`config.mk`:
```
export PLATFORM = sky130hd
export DESIGN_NAME = t1rb_inserter
export DESIGN_NICKNAME = d
export VERILOG_FILES = /design/src/rtl/t1rb_pkg.sv /design/src/rtl/t1rb_position.sv /design/src/rtl/t1rb_sig_store.sv /design/src/rtl/t1rb_bit_select.sv /design/src/rtl/t1rb_inserter.sv
export SDC_FILE = /design/constraint.sdc
export NUM_CORES = 1
export LEC_CHECK = 0
export BUFFER_PORTS_ARGS = -buffer_cell sky130_fd_sc_hd__buf_2
export CORE_MARGIN = 2
export CORE_UTILIZATION = 55
export DETAILED_ROUTE_END_ITERATION = 12
export PLACE_DENSITY = 0.79
export SETUP_SLACK_MARGIN = 0.1
export SYNTH_ARGS = -nofsm -noshare
export SYNTH_HDL_FRONTEND = slang
export SYNTH_SLANG_ARGS = --single-unit
```
`constraint.sdc`:
```
create_clock -name clk -period 3.13 [get_ports clk]
set_input_delay 0.939 -clock clk [delete_from_list [all_inputs] [get_ports clk]]
set_output_delay 0.939 -clock clk [all_outputs]
set_load 0.05 [all_outputs]
```
`src/rtl/t1rb_pkg.sv`:
```
package t1rb_pkg;

    localparam int SIG_BITS  = 4;
    localparam int FRAME_W   = 5;

    typedef logic [SIG_BITS-1:0] abcd_t;

    typedef struct packed {
        logic       hit;
        logic [1:0] sel;
    } sig_frame_t;

    // which signaling bit (0 = A) a frame carries
    function automatic sig_frame_t decode_frame(input logic [FRAME_W-1:0] idx, input logic esf);
        sig_frame_t r;
        r.hit = 1'b0;
        r.sel = 2'd0;
        case (idx)
            5'd5:    begin r.hit = 1'b1; r.sel = 2'd0; end
            5'd11:   begin r.hit = 1'b1; r.sel = 2'd1; end
            5'd17:   begin r.hit = esf;  r.sel = 2'd2; end
            5'd23:   begin r.hit = esf;  r.sel = 2'd3; end
            default: ;
        endcase
        return r;
    endfunction

    function automatic logic is_last_frame(input logic [FRAME_W-1:0] idx, input logic esf);
        return esf ? (idx == 5'd23) : (idx == 5'd11);
    endfunction

endpackage

```
`src/rtl/t1rb_position.sv`:
```
module t1rb_position
    import t1rb_pkg::*;
#(
    parameter int NUM_SLOTS = 24,
    parameter int SLOT_BITS = 8,
    localparam int SLOT_W = (NUM_SLOTS > 1) ? $clog2(NUM_SLOTS) : 1,
    localparam int BIT_W  = $clog2(SLOT_BITS)
) (
    input  logic               clk,
    input  logic               rst_n,
    input  logic               fsync,
    input  logic [FRAME_W-1:0] frame_idx,
    output logic               cur_is_f,
    output logic [SLOT_W-1:0]  cur_slot,
    output logic [BIT_W-1:0]   cur_bit,
    output logic [FRAME_W-1:0] cur_frame
);

    typedef struct packed {
        logic               at_f;
        logic [SLOT_W-1:0]  slot;
        logic [BIT_W-1:0]   bitn;
        logic [FRAME_W-1:0] frame;
    } pos_t;

    pos_t st_d, st_q;

    always_comb begin
        cur_is_f  = fsync | st_q.at_f;
        cur_slot  = st_q.slot;
        cur_bit   = st_q.bitn;
        cur_frame = fsync ? frame_idx : st_q.frame;

        st_d       = st_q;
        st_d.frame = cur_frame;
        if (cur_is_f) begin
            st_d.at_f = 1'b0;
            st_d.slot = '0;
            st_d.bitn = '0;
        end else if (st_q.bitn == BIT_W'(SLOT_BITS - 1)) begin
            st_d.bitn = '0;
            if (st_q.slot == SLOT_W'(NUM_SLOTS - 1)) begin
                st_d.slot = '0;
                st_d.at_f = 1'b1;
            end else begin
                st_d.slot = st_q.slot + SLOT_W'(1);
            end
        end else begin
            st_d.bitn = st_q.bitn + BIT_W'(1);
        end
    end

    always_ff @(posedge clk) begin
        if (!rst_n) begin
            st_q <= '{at_f: 1'b1, slot: '0, bitn: '0, frame: '0};
        end else begin
            st_q <= st_d;
        end
    end

endmodule

```
`src/rtl/t1rb_sig_store.sv`:
```
module t1rb_sig_store
    import t1rb_pkg::*;
#(
    parameter int NUM_SLOTS = 24,
    parameter int SLOT_BITS = 8,
    localparam int SLOT_W    = (NUM_SLOTS > 1) ? $clog2(NUM_SLOTS) : 1,
    localparam int BIT_W     = $clog2(SLOT_BITS),
    localparam int SIG_FIRST = SLOT_BITS - SIG_BITS
) (
    input  logic                    clk,
    input  logic                    rst_n,
    input  logic                    fsync,
    input  logic                    cur_is_f,
    input  logic [SLOT_W-1:0]       cur_slot,
    input  logic [BIT_W-1:0]        cur_bit,
    input  logic [FRAME_W-1:0]      cur_frame,
    input  logic                    esf_mode,
    input  logic                    sig_in,
    output abcd_t [NUM_SLOTS-1:0]   shadow,
    output abcd_t [NUM_SLOTS-1:0]   active
);

    typedef struct packed {
        abcd_t [NUM_SLOTS-1:0] shadow;
        abcd_t [NUM_SLOTS-1:0] active;
    } store_t;

    store_t     st_d, st_q;
    logic [1:0] pick;

    always_comb begin
        st_d = st_q;
        // first sampled bit is A, held in the nibble MSB
        pick = 2'(SIG_BITS - 1) - 2'(cur_bit - BIT_W'(SIG_FIRST));
        if (fsync && cur_frame == '0) begin
            st_d.active = st_q.shadow;
        end
        if (!cur_is_f && is_last_frame(cur_frame, esf_mode) &&
            cur_bit >= BIT_W'(SIG_FIRST)) begin
            st_d.shadow[cur_slot][pick] = sig_in;
        end
    end

    always_ff @(posedge clk) begin
        if (!rst_n) begin
            st_q <= '0;
        end else begin
            st_q <= st_d;
        end
    end

    assign shadow = st_q.shadow;
    assign active = st_q.active;

endmodule

```
`src/rtl/t1rb_bit_select.sv`:
```
module t1rb_bit_select
    import t1rb_pkg::*;
#(
    parameter int NUM_SLOTS = 24,
    parameter int SLOT_BITS = 8,
    localparam int SLOT_W = (NUM_SLOTS > 1) ? $clog2(NUM_SLOTS) : 1,
    localparam int BIT_W  = $clog2(SLOT_BITS)
) (
    input  logic                  data_in,
    input  logic                  sig_in,
    input  logic                  cur_is_f,
    input  logic [SLOT_W-1:0]     cur_slot,
    input  logic [BIT_W-1:0]      cur_bit,
    input  logic [FRAME_W-1:0]    cur_frame,
    input  logic                  esf_mode,
    input  abcd_t [NUM_SLOTS-1:0] active,
    input  logic [NUM_SLOTS-1:0]  int_sig_en,
    input  abcd_t [NUM_SLOTS-1:0] int_sig,
    input  logic [NUM_SLOTS-1:0]  clear_mask,
    input  logic                  force_ones_clear,
    input  logic [NUM_SLOTS-1:0]  idle_mask,
    input  logic                  idle_keep_sig,
    input  logic [SLOT_BITS-1:0]  idle_code,
    output logic                  bit_out
);

    sig_frame_t           sf;
    logic                 at_lsb, idle, robbed, base, sig_bit;
    logic [SLOT_BITS-1:0] idle_sh;
    abcd_t                ext_nib, int_nib;

    always_comb begin
        sf      = decode_frame(cur_frame, esf_mode);
        at_lsb  = (cur_bit == BIT_W'(SLOT_BITS - 1));
        idle    = idle_mask[cur_slot];
        idle_sh = idle_code << cur_bit;
        base    = idle ? idle_sh[SLOT_BITS-1] : data_in;
        robbed  = sf.hit && at_lsb && (!idle || idle_keep_sig);
        ext_nib = active[cur_slot] << sf.sel;
        int_nib = int_sig[cur_slot] << sf.sel;
        sig_bit = int_sig_en[cur_slot] ? int_nib[SIG_BITS-1] : ext_nib[SIG_BITS-1];

        if (cur_is_f) begin
            bit_out = sig_in;
        end else if (robbed) begin
            if (clear_mask[cur_slot]) begin
                bit_out = force_ones_clear ? 1'b1 : base;
            end else begin
                bit_out = sig_bit;
            end
        end else begin
            bit_out = base;
        end
    end

endmodule

```
`src/rtl/t1rb_inserter.sv`:
```
module t1rb_inserter
    import t1rb_pkg::*;
#(
    parameter int NUM_SLOTS = 24,
    parameter int SLOT_BITS = 8,
    localparam int SLOT_W = (NUM_SLOTS > 1) ? $clog2(NUM_SLOTS) : 1,
    localparam int BIT_W  = $clog2(SLOT_BITS)
) (
    input  logic                          clk,
    input  logic                          rst_n,
    input  logic                          fsync,
    input  logic [4:0]                    frame_idx,
    input  logic                          data_in,
    input  logic                          sig_in,
    input  logic                          esf_mode,
    input  logic [NUM_SLOTS-1:0]          int_sig_en,
    input  logic [NUM_SLOTS*SIG_BITS-1:0] int_sig_abcd,
    input  logic [NUM_SLOTS-1:0]          clear_mask,
    input  logic                          force_ones_clear,
    input  logic [NUM_SLOTS-1:0]          idle_mask,
    input  logic                          idle_keep_sig,
    input  logic [SLOT_BITS-1:0]          idle_code,
    output logic                          data_out,
    output logic                          fsync_out
);

    typedef struct packed {
        logic data;
        logic fs;
    } out_t;

    logic                  cur_is_f;
    logic [SLOT_W-1:0]     cur_slot;
    logic [BIT_W-1:0]      cur_bit;
    logic [FRAME_W-1:0]    cur_frame;
    abcd_t [NUM_SLOTS-1:0] shadow_w, active_w, int_arr;
    logic                  next_bit;
    out_t                  out_d, out_q;

    assign int_arr = int_sig_abcd;

    t1rb_position #(.NUM_SLOTS(NUM_SLOTS), .SLOT_BITS(SLOT_BITS)) u_pos (
        .clk       (clk),
        .rst_n     (rst_n),
        .fsync     (fsync),
        .frame_idx (frame_idx),
        .cur_is_f  (cur_is_f),
        .cur_slot  (cur_slot),
        .cur_bit   (cur_bit),
        .cur_frame (cur_frame)
    );

    t1rb_sig_store #(.NUM_SLOTS(NUM_SLOTS), .SLOT_BITS(SLOT_BITS)) u_store (
        .clk       (clk),
        .rst_n     (rst_n),
        .fsync     (fsync),
        .cur_is_f  (cur_is_f),
        .cur_slot  (cur_slot),
        .cur_bit   (cur_bit),
        .cur_frame (cur_frame),
        .esf_mode  (esf_mode),
        .sig_in    (sig_in),
        .shadow    (shadow_w),
        .active    (active_w)
    );

    t1rb_bit_select #(.NUM_SLOTS(NUM_SLOTS), .SLOT_BITS(SLOT_BITS)) u_sel (
        .data_in          (data_in),
        .sig_in           (sig_in),
        .cur_is_f         (cur_is_f),
        .cur_slot         (cur_slot),
        .cur_bit          (cur_bit),
        .cur_frame        (cur_frame),
        .esf_mode         (esf_mode),
        .active           (active_w),
        .int_sig_en       (int_sig_en),
        .int_sig          (int_arr),
        .clear_mask       (clear_mask),
        .force_ones_clear (force_ones_clear),
        .idle_mask        (idle_mask),
        .idle_keep_sig    (idle_keep_sig),
        .idle_code        (idle_code),
        .bit_out          (next_bit)
    );

    always_comb begin
        out_d.data = next_bit;
        out_d.fs   = fsync;
    end

    always_ff @(posedge clk) begin
        if (!rst_n) begin
            out_q <= '0;
        end else begin
            out_q <= out_d;
        end
    end

    assign data_out  = out_q.data;
    assign fsync_out = out_q.fs;

endmodule

```
==> flow_summary.ini <==
[outcome]
status = finished, final reports clean

[cts]
cts_sinks = 208
cts_buffers = 21
path_clk_slew_ns = 0.06
clk_latency_ns = 0.49
holdBufCountCts = 0
cts_buffer_depth = 3
cts-root-buf = clkbuf_16
h-tree-depth = 1
postCtsSetupBuffers = 0
cts-resized-gates = 0
tritoncts = yes

[detailed_routing]
first_iter_violations = 755
ant_nets = 0
wl_mm = 30.2
vias_per_cell = 5.81
post_drt_wl_per_cell_um = 17.5
dr.pass1.iters = 5
vias = 10012
drc = 0

[yosys]
ys_types = 52
synth_top_area_share = 0.382
ys_seq_area_frac = 0.382
yosys_warnings = 0
ys_top_cells_by_area = dfxtp_1, nand2_1, a21boi_0, mux2i_1, mux4_2
async_flop_share = 0
synth_seq_cells = 208
syn_area_um2 = 10900
syn_area_per_cell_um2 = 8.33
synth_cells = 1309
synth_edf_count = 0
ys.flop_type = dfxtp_1
synth_fp_nets = 1507
yosys.area.top_type = dfxtp_1

[worst_setup_path]
r2r-start = u_pos.cur_slot[1]$_SDFFE_PP0P_
rrSetupSlack_ns = 0.29
crit_family = compound AO/OA/AOI/OAI gates
cp_slowest_cell = o41ai_1
path_common_cell = mux2i_1
crit_type = register to register
crit_chain = buf_12, mux2i_1, o22ai_1, or4_1, o41ai_1, mux2i_1, a221oi_1, a311oi_1
crit_buf_inv = 1
end_kind = register
cp.required_ns = 3.50
worstRegToRegCells = 8
rr_endpoint = data_out$_SDFF_PN0_
cp_data_arrival_time_ns = 3.21
worstPathMaxFanout = 53
cp_slowest_stage_delay_ns = 0.57
cp-start-kind = register

[global_route]
grt_pass1_vias = 9353
grt-ovfl-total = 0
grt_pass1_wl_mm = 46.9
track_usage = 0.281
grt_max_degree = 115
antenna_found_initial = 0

[sta]
hold_slack_ns = 0.443
rsz0062_at_grt = false
skew_ns = 0.0166
setup_viol_count_final = 0
maxSlewViolCount = 0
fin_crit_sh = 0.909
max_freq_mhz = 352
min_period_ns = 2.84
worst_pin_slew_ns = 0.634
hold_viol = 0
timing.final.ws_setup_ns = 0.286
max_slew_margin = 0.576

[place]
dp.cells = 1687
port-buffer-count = 190
pre_cts_ws_ns = -0.163
dp_hpwl_mm = 19.7
gp_congestion = 0.903

[power]
p_int_mw = 4.31
swShare = 0.214
p_seq_frac = 0.484
p_per_area_nw_per_um2 = 431
irDropWorstVdd_mv = 0.446
p_comb_frac = 0.064
power_frac_clock = 0.452
power.switching_mw = 1.18
p_leak_nw = 4.23
total_power_mw = 5.49

[floorplan]
fp.dieW_um = 145
core-area_um2 = 19500
die_h_um = 145
floorplan.initialDensity = 0.560
io_pins = 191
rows = 51
dieArea_um2 = 21000

[final_layout]
n_antenna_cell = 0
num-nets-final = 1643
final_common_cell = nand2_1
final_cell_mix = nand2_1, dfxtp_1, buf_2
area_delta_synth_final_pct = 16.7
n_fill_cell = 1572
fin_cells = 1723
final_layout_size_suffix_gt1_frac = 0.210
multi_input_area_um2 = 6190
seqCellArea_um2 = 4170
fin_util = 0.653

[hold_path]
hp-start = u_store.shadow[41]$_SDFFE_PN0P_
hold_path_end = u_store.active[41]$_SDFFE_PN0P_
min_path_cells = 2
hold_path_class = register to register

[flow_run]
max_cap_violations = 0
-- how the worst max path moves through the flow --
stage                                         startpoint                   to  slack [ns]  cells past startpoint
after global routing      u_pos.cur_slot[2]$_SDFFE_PP0P_  data_out$_SDFF_PN0_        0.11                      7
after detailed placement                           fsync  data_out$_SDFF_PN0_       -0.16                      9
after CTS                 u_pos.cur_slot[1]$_SDFFE_PP0P_  data_out$_SDFF_PN0_        0.25                      8
after floorplan                                    fsync  data_out$_SDFF_PN0_        0.20                      9
after global placement                             fsync  data_out$_SDFF_PN0_       -0.13                      9
final                     u_pos.cur_slot[1]$_SDFFE_PP0P_  data_out$_SDFF_PN0_        0.29                      8
-- area by class of cell --
| type | count | area share |
|---|---|---|
| Tap cell | 265 | 0.0261 |
| Multi-Input combinational cell | 988 | 0.487 |
| Inverter | 5 | 0.00148 |
| Clock buffer | 31 | 0.0498 |
| Timing Repair Buffer | 221 | 0.104 |
| Sequential cell | 208 | 0.328 |
| Clock inverter | 5 | 0.00403 |
-- power groups by stage --
stage               Combinational [mW]  Clock [mW]  Sequential [mW]
floorplan                        0.165           0             2.72
global placement                 0.336           0             2.72
detailed placement               0.339           0             2.72
CTS                              0.341        2.50             2.66
global route                     0.376        2.63             2.66
finish                           0.350        2.48             2.66
-- synthesized netlist by cell type, types with 10 or more instances --
library cell	count
a21boi_1	57
mux2i_1	75
o21ai_0	108
mux2_2	13
buf_6	10
nand2_1	327
buf_2	26
o22ai_1	35
clkbuf_1	58
nor2_1	111
nand3_1	10
mux4_2	31
dfxtp_1	208
a21boi_0	135
-- per-layer routing --
layer / part of all wire / track usage / wire length, µm
met1: 0.40 / 0.346 / 12000
met2: 0.46 / 0.469 / 14000
met3: 0.090 / 0.0513 / 2730
met4: 0.051 / 0.149 / 1530
met5: 0 / 0 / 0
-- cell families (layout without fill, tap and decap cells) --
family | count (synthesis) | after routing | synth area share
simple gates | 496 | 496 | 0.188
compound gates | 362 | 362 | 0.221
flops | 208 | 208 | 0.382
mux | 119 | 119 | 0.146
buf+inv | 113 | 262 | 0.0510
fa+ha+maj | 9 | 9 | 0.0103
xor+xnor | 2 | 2 | 0.00161
-- state kept, by name, indices dropped and copies added, names as in the netlist --
| register | flops |
|---|---|
| data_out | 1 |
| u_store.shadow | 96 |
| u_pos.st_q | 6 |
| fsync_out | 1 |
| u_store.active | 96 |
| u_pos.cur_bit | 3 |
| u_pos.cur_slot | 5 |
-- tightest hold or removal path, stage by stage (launching register included) --
cell and delay, ns:
dfxtp_1 0.30, nand2_1 0.04, a21boi_0 0.06
-- metrics by stage --
| step | cell area (µm²) | TNS, ns |
|---|---|---|
| 2_1_floorplan | 10900 | 0 |
| 3_3_place_gp | 12000 | -0.131 |
| 3_5_place_dp | 12000 | -0.163 |
| 4_1_cts | 12700 | 0 |
| 5_1_grt | 12700 | 0 |
| 6_report | 12700 | 0 |
Power figures use the tool's default switching activity.
